**config.mk**
```make
export PLATFORM = sky130hd
export DESIGN_NAME = fseq_master
export DESIGN_NICKNAME = d
export VERILOG_FILES = /design/src/rtl/fseq_pkg.sv /design/src/rtl/fseq_field_ser.sv /design/src/rtl/fseq_seq_ctrl.sv /design/src/rtl/fseq_master.sv
export SDC_FILE = /design/constraint.sdc
export NUM_CORES = 1
export LEC_CHECK = 0
export BUFFER_PORTS_ARGS = -buffer_cell sky130_fd_sc_hd__buf_2
export CORE_AREA = 2 2 58 60
export CTS_CLUSTER_DIAMETER = 80
export DETAILED_ROUTE_END_ITERATION = 10
export DIE_AREA = 0 0 60 62
export PLACE_DENSITY = 0.79
export SETUP_SLACK_MARGIN = 0.1
export SLEW_MARGIN = 20
export SYNTH_ARGS = -nofsm -noshare
export SYNTH_HDL_FRONTEND = slang
export SYNTH_HIERARCHICAL = 1
export SYNTH_SLANG_ARGS = --single-unit
```
**constraint.sdc**
```tcl
create_clock -name clk -period 4.7 [get_ports clk]
set_input_delay 0.235 -clock clk [delete_from_list [all_inputs] [get_ports clk]]
set_output_delay 0.235 -clock clk [all_outputs]
set_load 0.01 [all_outputs]
```
**src/rtl/fseq_pkg.sv**
```systemverilog
package fseq_pkg;

    localparam int FSEQ_ADDR_W = 12;
    localparam int FSEQ_CTRL_W = 4;

    typedef enum logic [2:0] {
        PH_IDLE,
        PH_ADDR,
        PH_APAR,
        PH_AACK,
        PH_CTRL,
        PH_CPAR,
        PH_CACK
    } phase_e;

    typedef enum logic [2:0] {
        SRC_IDLE,
        SRC_ABIT,
        SRC_APAR,
        SRC_CBIT,
        SRC_CPAR,
        SRC_ACK
    } txsrc_e;

    typedef struct packed {
        logic done;
        logic abort;
    } outcome_t;

    // An acknowledge slot passes on a sampled low, or always in broadcast mode
    function automatic logic ack_accepted(input logic bcast, input logic line);
        return bcast | ~line;
    endfunction

endpackage

```
**src/rtl/fseq_field_ser.sv**
```systemverilog
module fseq_field_ser #(
    parameter int W = 12
) (
    input  logic         clk,
    input  logic         rst,
    input  logic         load_i,
    input  logic [W-1:0] data_i,
    input  logic         shift_i,
    output logic         bit_o,
    output logic         par_o,
    output logic         last_o
);
    localparam int CW = (W > 1) ? $clog2(W) : 1;
    localparam logic [CW-1:0] LAST_IDX = CW'(W - 1);

    logic [W-1:0]  sh_q;
    logic [CW-1:0] cnt_q;
    logic          par_q;

    always_ff @(posedge clk) begin
        if (rst) begin
            sh_q  <= '0;
            cnt_q <= '0;
            par_q <= 1'b0;
        end else if (load_i) begin
            sh_q  <= data_i;
            cnt_q <= '0;
            par_q <= ^data_i;
        end else if (shift_i) begin
            sh_q  <= {sh_q[W-2:0], 1'b0};
            cnt_q <= (cnt_q == LAST_IDX) ? cnt_q : cnt_q + 1'b1;
        end
    end

    assign bit_o  = sh_q[W-1];
    assign par_o  = par_q;
    assign last_o = (cnt_q == LAST_IDX);

    AST_CNT_IN_RANGE: assert property (@(posedge clk) disable iff (rst)
        cnt_q <= LAST_IDX);

    AST_LOAD_RESTARTS: assert property (@(posedge clk) disable iff (rst)
        load_i |=> (cnt_q == '0));

endmodule

```
**src/rtl/fseq_seq_ctrl.sv**
```systemverilog
module fseq_seq_ctrl
    import fseq_pkg::*;
(
    input  logic   clk,
    input  logic   rst,
    input  logic   start_i,
    input  logic   bcast_i,
    input  logic   stb_i,
    input  logic   ack_in_i,
    input  logic   a_last_i,
    input  logic   c_last_i,
    output logic   load_o,
    output logic   a_shift_o,
    output logic   c_shift_o,
    output txsrc_e src_o,
    output logic   ack_slot_o,
    output logic   busy_o,
    output logic   done_o,
    output logic   abort_o
);
    phase_e   phase_q;
    logic     bcast_q;
    outcome_t res_q;

    assign load_o    = start_i && (phase_q == PH_IDLE);
    assign a_shift_o = stb_i && (phase_q == PH_ADDR);
    assign c_shift_o = stb_i && (phase_q == PH_CTRL);
    assign busy_o    = (phase_q != PH_IDLE);

    always_ff @(posedge clk) begin
        if (rst) begin
            phase_q <= PH_IDLE;
            bcast_q <= 1'b0;
            res_q   <= '0;
        end else begin
            res_q <= '0;
            if (load_o) begin
                phase_q <= PH_ADDR;
                bcast_q <= bcast_i;
            end else if (stb_i) begin
                unique case (phase_q)
                    PH_ADDR: if (a_last_i) phase_q <= PH_APAR;
                    PH_APAR: phase_q <= PH_AACK;
                    PH_AACK: begin
                        if (ack_accepted(bcast_q, ack_in_i)) begin
                            phase_q <= PH_CTRL;
                        end else begin
                            phase_q     <= PH_IDLE;
                            res_q.abort <= 1'b1;
                        end
                    end
                    PH_CTRL: if (c_last_i) phase_q <= PH_CPAR;
                    PH_CPAR: phase_q <= PH_CACK;
                    PH_CACK: begin
                        phase_q <= PH_IDLE;
                        if (ack_accepted(bcast_q, ack_in_i)) res_q.done  <= 1'b1;
                        else                                 res_q.abort <= 1'b1;
                    end
                    default: phase_q <= PH_IDLE;
                endcase
            end
        end
    end

    always_comb begin
        unique case (phase_q)
            PH_ADDR:          src_o = SRC_ABIT;
            PH_APAR:          src_o = SRC_APAR;
            PH_CTRL:          src_o = SRC_CBIT;
            PH_CPAR:          src_o = SRC_CPAR;
            PH_AACK, PH_CACK: src_o = SRC_ACK;
            default:          src_o = SRC_IDLE;
        endcase
    end

    assign ack_slot_o = (src_o == SRC_ACK);
    assign done_o     = res_q.done;
    assign abort_o    = res_q.abort;

    AST_START_IGNORED: assert property (@(posedge clk) disable iff (rst)
        (busy_o && start_i && !stb_i) |=> $stable(phase_q));

    AST_NACK_ABORTS: assert property (@(posedge clk) disable iff (rst)
        (phase_q == PH_AACK && stb_i && !bcast_q && ack_in_i) |=> (abort_o && !busy_o));

    AST_BCAST_NO_ABORT: assert property (@(posedge clk) disable iff (rst)
        ((phase_q == PH_AACK || phase_q == PH_CACK) && stb_i && bcast_q) |=> !abort_o);

    AST_DONE_ONE_CYCLE: assert property (@(posedge clk) disable iff (rst)
        done_o |=> !done_o);

    AST_PULSES_EXCL: assert property (@(posedge clk) disable iff (rst)
        !(done_o && abort_o));

endmodule

```
**src/rtl/fseq_master.sv**
```systemverilog
module fseq_master
    import fseq_pkg::*;
#(
    parameter int ADDR_W = FSEQ_ADDR_W,
    parameter int CTRL_W = FSEQ_CTRL_W
) (
    input  logic              clk,
    input  logic              rst,
    input  logic              start_i,
    input  logic [ADDR_W-1:0] tgt_addr_i,
    input  logic              bcast_i,
    input  logic [CTRL_W-1:0] ctrl_code_i,
    input  logic              slot_stb_i,
    input  logic              ack_in_i,
    output logic              tx_bit_o,
    output logic              ack_slot_o,
    output logic              done_o,
    output logic              abort_o
);
    logic   load, a_shift, c_shift, busy;
    logic   a_bit, a_par, a_last;
    logic   c_bit, c_par, c_last;
    txsrc_e src;

    fseq_field_ser #(.W(ADDR_W)) addr_ser_i (
        .clk(clk), .rst(rst), .load_i(load), .data_i(tgt_addr_i),
        .shift_i(a_shift), .bit_o(a_bit), .par_o(a_par), .last_o(a_last)
    );

    fseq_field_ser #(.W(CTRL_W)) ctrl_ser_i (
        .clk(clk), .rst(rst), .load_i(load), .data_i(ctrl_code_i),
        .shift_i(c_shift), .bit_o(c_bit), .par_o(c_par), .last_o(c_last)
    );

    fseq_seq_ctrl ctrl_i (
        .clk(clk), .rst(rst), .start_i(start_i), .bcast_i(bcast_i),
        .stb_i(slot_stb_i), .ack_in_i(ack_in_i),
        .a_last_i(a_last), .c_last_i(c_last),
        .load_o(load), .a_shift_o(a_shift), .c_shift_o(c_shift),
        .src_o(src), .ack_slot_o(ack_slot_o), .busy_o(busy),
        .done_o(done_o), .abort_o(abort_o)
    );

    always_comb begin
        unique case (src)
            SRC_ABIT: tx_bit_o = a_bit;
            SRC_APAR: tx_bit_o = a_par;
            SRC_CBIT: tx_bit_o = c_bit;
            SRC_CPAR: tx_bit_o = c_par;
            default:  tx_bit_o = 1'b1;
        endcase
    end

    AST_ACK_RECESSIVE: assert property (@(posedge clk) disable iff (rst)
        ack_slot_o |-> tx_bit_o);

    AST_HOLD_BETWEEN_STROBES: assert property (@(posedge clk) disable iff (rst)
        (busy && !slot_stb_i) |=> ($stable(tx_bit_o) && $stable(ack_slot_o)));

    AST_IDLE_RELEASED: assert property (@(posedge clk) disable iff (rst)
        (!busy) |-> (tx_bit_o && !ack_slot_o));

endmodule

```
==> results_dict.tcl, run 1 <==
set metrics [dict create \
    status "complete, no violations" \
    ant_nets 0 \
    boundaryPins 26 \
    grt-ovfl-total 0 \
    cap_viol_max_count 0 \
    hold_start "bcast_i" \
    tritoncts "built" \
    timing.hold.ws_ps 155 \
    cp-startpoint "ctrl_i/phase_q[2]" \
    synth_commonest_cells "nor2_1, dfxtp_1, mux2i_1" \
    rows 21 \
    cts-buffers-inserted 5 \
    wl_mm 2.86 \
    min_period_ps 2130 \
    finalClockSkew_ps 7.66 \
    syn-num-nets 205 \
    synthCells 181 \
    nFillCells 295 \
    syn_to_final_growth_pct 11.6 \
    grtUsageTotal_pct 17.8 \
    setup-tns-final_ps 0 \
    synth_area_leader_cell "dfxtp_1" \
    slowest_delay_ps 530 \
    die_y_um 62 \
    synth.area.top_cells "dfxtp_1, mux2i_1, nor2_1" \
    worstMarginPinSlew_ps 582 \
    clockBufferDepth 2 \
    ctsHoldBuffers 0 \
    clock.fmax_mhz 469 \
    top_layer "met4" \
    final_cells 249 \
    setup_slack_ps 2570 \
    cts-resized-gates 0 \
    post_cts_buffers 0 \
    relSlewSlack_pct 61.2 \
    wl_met3_um 116 \
    wl_met1_mm 1.34 \
    coreArea_mm2 0.00318 \
    fin_crit_sh_pct 45.3 \
    worstHoldPathType "in -> reg" \
    powerDensity_mw_per_mm2 286 \
    dieArea_mm2 0.00372 \
    vias 1271 \
    path_clk_slew_ps 100 \
    synthDistinctLibCells 38 \
    synth.avg_cell_area_um2 8.92 \
    worstPathArrival_ps 1900 \
    grt_pass1_vias 1098 \
    maxSlewViolCount 0 \
    preCtsSetupSlack_ps 2930 \
    synth_async_sr_flop_share_pct 0 \
    multi_input_area_um2 955 \
    setup_viol 0 \
    worstPathMaxFanout 11 \
    post-route-drc-count 0 \
    dp_cells 242 \
    clock_latency_ps 330 \
    yosys_warnings 6 \
    first_pass_iters 4 \
    clock_sinks 30 \
    synth_edf_count 0 \
    worstPathCellList "nand2b_1 > nand2_1 > nor2b_1 > a211oi_1 > a211oi_1 > buf_2" \
    port_buffers 25 \
    antennaDiodeCount 0 \
    start_util_pct 50.8 \
    leakagePower_nw 0.734 \
    dr.first_iter.drc_count 36 \
    rsz0062_at_grt "false" \
    synth_flop_cell "dfxtp_1" \
    yosysSeqAreaShare_pct 37.2 \
    crit_top_cell "a211oi_1" \
    clock_tree.root_cell "clkbuf_4" \
    final_nets 227 \
    final-hold-violation-count 0 \
    ys_ff_latch 30 \
    die_w_um 60 \
    reg2reg_from "ctrl_i/phase_q[0]" \
    synth_top_area_share_pct 37.2 \
    viasPerCell 5.10 \
    critical_path_class "reg -> out" \
    drive_gt1_share_pct 21.7 \
    cts_max_level 2 \
    antenna_found_initial 0 \
    grt_pass1_wl_mm 4.81 \
    grt_max_degree 44 \
    place.gp.congestion 0.758 \
    final_util_pct 56.6 \
    register_area_um2 601 \
    wl_per_cell_um 11.5 \
    route.met2.wl_mm 1.35 \
    ir_worst_vdd_mv 0.125 \
    place_hpwl_mm 1.97 \
    crit_path_start_kind "register" \
    synth.most_common_cell "nor2_1" \
    cp_slowest_cell "dfxtp_1" \
    cp.required_ps 4470 \
    end_kind "output pin" \
    syn_area_mm2 0.00161 \
]
==> critical path: cells and delay by family (launching register included) <==
family                 cells  cell delay (ps)
and+or+nand+nor            3              540
DFF                        1              530
AOI/OAI and AO/OA          2              320
buffers and inverters      1              170
==> per-stage QoR <==
stage               area (um^2)  power [mW]
floorplan                  1610       0.354
global route               1800       0.549
finish                     1800       0.515
detailed placement         1750       0.379
global placement           1750       0.377
CTS                        1800       0.520
==> power by group <==
part,internal (mW),switching [mW]
Sequential,0.267,0.00805
Clock,0.0537,0.0888
Combinational,0.0478,0.0494
Total,0.368,0.146
==> final cells by class <==
class                   count  share of cell area (%)
flip-flops and latches     30                    33.4
repair buffers             26                    7.37
clock inverters             2                   0.556
well taps                  46                    3.20
inverters                   2                   0.417
multi-input cells         138                    53.0
clock buffers               5                    2.08
==> state kept, by name (all words and copies together), names as in the netlist <==
register	cells
ctrl_ser_i/par_o	1
ctrl_i/done_o	1
ctrl_i/abort_o	1
addr_ser_i/sh_q	12
ctrl_ser_i/sh_q	4
ctrl_i/bcast_q	1
ctrl_i/phase_q	3
addr_ser_i/cnt_q	4
addr_ser_i/par_o	1
ctrl_ser_i/cnt_q	2
==> metal layers <==
layer / vias to the layer above / GRT usage, %
met3: 5 / 6.83
met1: 572 / 20.8
met5: - / 0
li1: 672 / -
met2: 22 / 29.7
met4: 0 / 7.30
==> final timing paths <==
| path | endpoint | slack (ps) | cells past startpoint |
|---|---|---|---|
| worst max-delay path | tx_bit_o | 2570 | 6 |
| worst min-delay path | ctrl_i/bcast_q | 150 | 3 |
| worst max register to register | ctrl_ser_i/sh_q[2] | 2900 | 4 |
| worst min register to register | ctrl_i/bcast_q | 530 | 2 |
==> kinds of logic (layout without fill, tap and decap cells) <==
| logic type | count (synthesis) | after routing | synth area share (%) |
|---|---|---|---|
| buffers and inverters | 13 | 35 | 3.64 |
| and+or+nand+nor | 68 | 68 | 21.9 |
| adders and majority gates | 2 | 2 | 1.55 |
| xor gates and xnor gates | 18 | 18 | 11.1 |
| muxes | 20 | 20 | 12.6 |
| AOI/OAI and AO/OA | 30 | 30 | 11.9 |
| DFF | 30 | 30 | 37.2 |
==> cells in the final DEF (no fill, tap or decap), types with 3 or more instances in the layout <==
| cell | synthesis | final |
|---|---|---|
| nand2b_1 | 4 | 4 |
| nand2_1 | 5 | 5 |
| nor2_1 | 36 | 36 |
| o21ai_0 | 3 | 3 |
| dfxtp_1 | 30 | 30 |
| xor2_1 | 7 | 7 |
| xnor2_1 | 9 | 9 |
| a21oi_1 | 16 | 16 |
| buf_2 | 5 | 25 |
| clkbuf_4 | 0 | 5 |
| mux2_2 | 3 | 3 |
| mux2i_1 | 17 | 17 |
| nor3_1 | 8 | 8 |
Power figures use the tool's default switching activity.
==> run 2, diff against run 1 <==
Clock period 4.7 ns to 2.05 ns, I/O delays scaled along.
==> results_dict.tcl, run 2 (synthesis results as in run 1) <==
set metrics [dict create \
    dieArea_mm2 0.00372 \
    reg2reg_slack_ps 420 \
    setup-tns-final_ps 0 \
    grt_pass1_wl_mm 4.79 \
    path_clk_slew_ps 90 \
    coreArea_mm2 0.00318 \
    leakagePower_nw 0.750 \
    crit_path_start_kind "register" \
    post-route-drc-count 0 \
    first_pass_iters 4 \
    crit_end "tx_bit_o" \
    finalClockSkew_ps 9.61 \
    rows 21 \
    comb_power_share_pct 18.8 \
    cap_viol_max_count 0 \
    drive_gt1_share_pct 24.4 \
    maxSlewViolCount 0 \
    gr-usage-met1_pct 21.5 \
    clock_sinks 30 \
    place_hpwl_mm 2.08 \
    wl_mm 3.06 \
    worstPathArrival_ps 1690 \
    clock_tree.root_cell "clkbuf_4" \
    place.gp.congestion 0.801 \
    final_nets 228 \
    grtUsageTotal_pct 17.3 \
    slowest_delay_ps 440 \
    reg2reg_to "ctrl_ser_i/sh_q[3]" \
    rsz0062_at_grt "false" \
    status "complete, no violations" \
    syn_to_final_growth_pct 14.5 \
    largestRegisters "addr_ser_i/sh_q x12, addr_ser_i/cnt_q x4, ctrl_ser_i/sh_q x4" \
    clock_latency_ps 330 \
    cp-startpoint "ctrl_i/phase_q[2]" \
    switching_share_pct 27.5 \
    reg2reg_from "ctrl_i/phase_q[0]" \
    crit_top_cell "a211oi_1" \
    cp_slowest_cell "dfxtp_2" \
    power_frac_seq_pct 51.3 \
    grt-ovfl-total 0 \
    grt_pass1_vias 1114 \
    worstPathCellList "nand2b_2 > nand2_1 > nor2b_1 > a211oi_1 > a211oi_1 > buf_2" \
    use_met2_pct 28.4 \
    vias 1299 \
    post_cts_buffers 0 \
    path_depth 6 \
    critical_path_class "reg -> out" \
    internal-power_mw 0.894 \
    cpLargestDelayFamily "simple AND/OR/NAND/NOR gates" \
    relSlewSlack_pct 61.9 \
    end_kind "output pin" \
    setup_slack_ps 254 \
    tritoncts "built" \
    power_mw 1.23 \
    ant_nets 0 \
    wl_per_cell_um 12.2 \
    clkPwrFrac_pct 29.9 \
    path_buf_inv 1 \
    met3_usage_pct 3.73 \
    clock.fmax_mhz 557 \
    preCtsSetupSlack_ps 342 \
    dr.first_iter.drc_count 34 \
    ir_worst_vdd_mv 0.335 \
    largest_reg_flops 12 \
    cts_max_level 2 \
    cp.required_ps 1950 \
    most-common-layout-cells "nor2_1, dfxtp_1, buf_2" \
    worstPathMaxFanout 11 \
    port_buffers 25 \
    regMostFlops "addr_ser_i/sh_q" \
    worstHoldPathType "in -> reg" \
    switchingPower_mw 0.338 \
    final_common_cell "nor2_1" \
    powerDensity_mw_per_mm2 667 \
    clockBufferDepth 2 \
    worstRegToRegCells 5 \
    cts-buffers-inserted 5 \
    worstMarginPinSlew_ps 571 \
    antenna_found_initial 0 \
    start_util_pct 50.8 \
    viasPerCell 5.18 \
    setup_viol 0 \
    grt-busiest-layer "met2" \
    min_period_ps 1800 \
    die_y_um 62 \
    fin_crit_sh_pct 87.6 \
    final-hold-violation-count 0 \
    antennaDiodeCount 0 \
    grt_max_degree 37 \
    die_w_um 60 \
    boundaryPins 26 \
]
[run 2: changes by cell type in the layout (fill, tap and decap cells not counted)]
cell      previous run  this run
dfxtp_1             30        27
dfxtp_2              0         2
buf_12               0         1
clkbuf_1             0         1
clkbuf_8             0         1
clkinv_2             2         1
dfxtp_4              0         1
nand2b_1             4         3
nand2b_2             0         1
nor4b_1              2         1
nor4b_2              1         2
[run 2: what timing repair did]
item | in CTS | in global routing
hold buffers | 0 | 0
pin swaps | 0 | 0
endpoints found under the setup margin | 1 | 1
resized for setup | 1 | 5
[run 2: per-layer routing]
layer  share of wire (%)  vias to the layer above  wire [um]
met4                 1.6                        0         49
met5                   0                        -          0
li1                    -                      675          -
met1                  46                      596       1420
met3                 3.1                        5         95
met2                  49                       23       1500
[run 2: cell type report]
type | instances | area [um^2]
Clock buffer | 7 | 55.1
Clock inverter | 1 | 5.00
Fill cell | 277 | 1330
Inverter | 2 | 7.51
Multi-Input combinational cell | 138 | 963
Sequential cell | 30 | 607
Tap cell | 46 | 57.6
Timing Repair Buffer | 27 | 153
[run 2: power groups by stage]
stage / Sequential, mW / Combinational (mW) / Clock, mW
floorplan: 0.636 / 0.176 / 0
global placement: 0.643 / 0.230 / 0
detailed placement: 0.645 / 0.232 / 0
CTS: 0.631 / 0.233 / 0.380
global route: 0.634 / 0.257 / 0.402
finish: 0.632 / 0.231 / 0.369
[run 2: worst register-to-register path: cells and delay by family (launching register included)]
kind	cells	cell delay [ps]
AND/OR/NAND/NOR	3	610
multiplexers	2	500
flip-flops	1	390
[run 2: how the worst min path moves through the flow]
stage,startpoint,to,slack (ps),cells after the start
2_1_floorplan,rst,ctrl_ser_i/par_o,170,1
3_3_place_gp,bcast_i,ctrl_i/bcast_q,340,3
3_5_place_dp,bcast_i,ctrl_i/bcast_q,350,3
4_1_cts,bcast_i,ctrl_i/bcast_q,20,3
5_1_grt,tgt_addr_i[6],addr_ser_i/sh_q[6],30,3
6_report,bcast_i,ctrl_i/bcast_q,20,3
[run 2: metrics by stage]
stage / util (%) / std cells / hold slack (ps) / instance area [um^2]
after floorplan: - / 181 / 167 / 1610
final: 58.1 / 251 / 21.3 / 1850
after global placement: 55.8 / 243 / 340 / 1770
after detailed placement: 55.8 / 243 / 354 / 1770
after global routing: 58.1 / 251 / 27.3 / 1850
after CTS: 57.7 / 251 / 16.7 / 1830
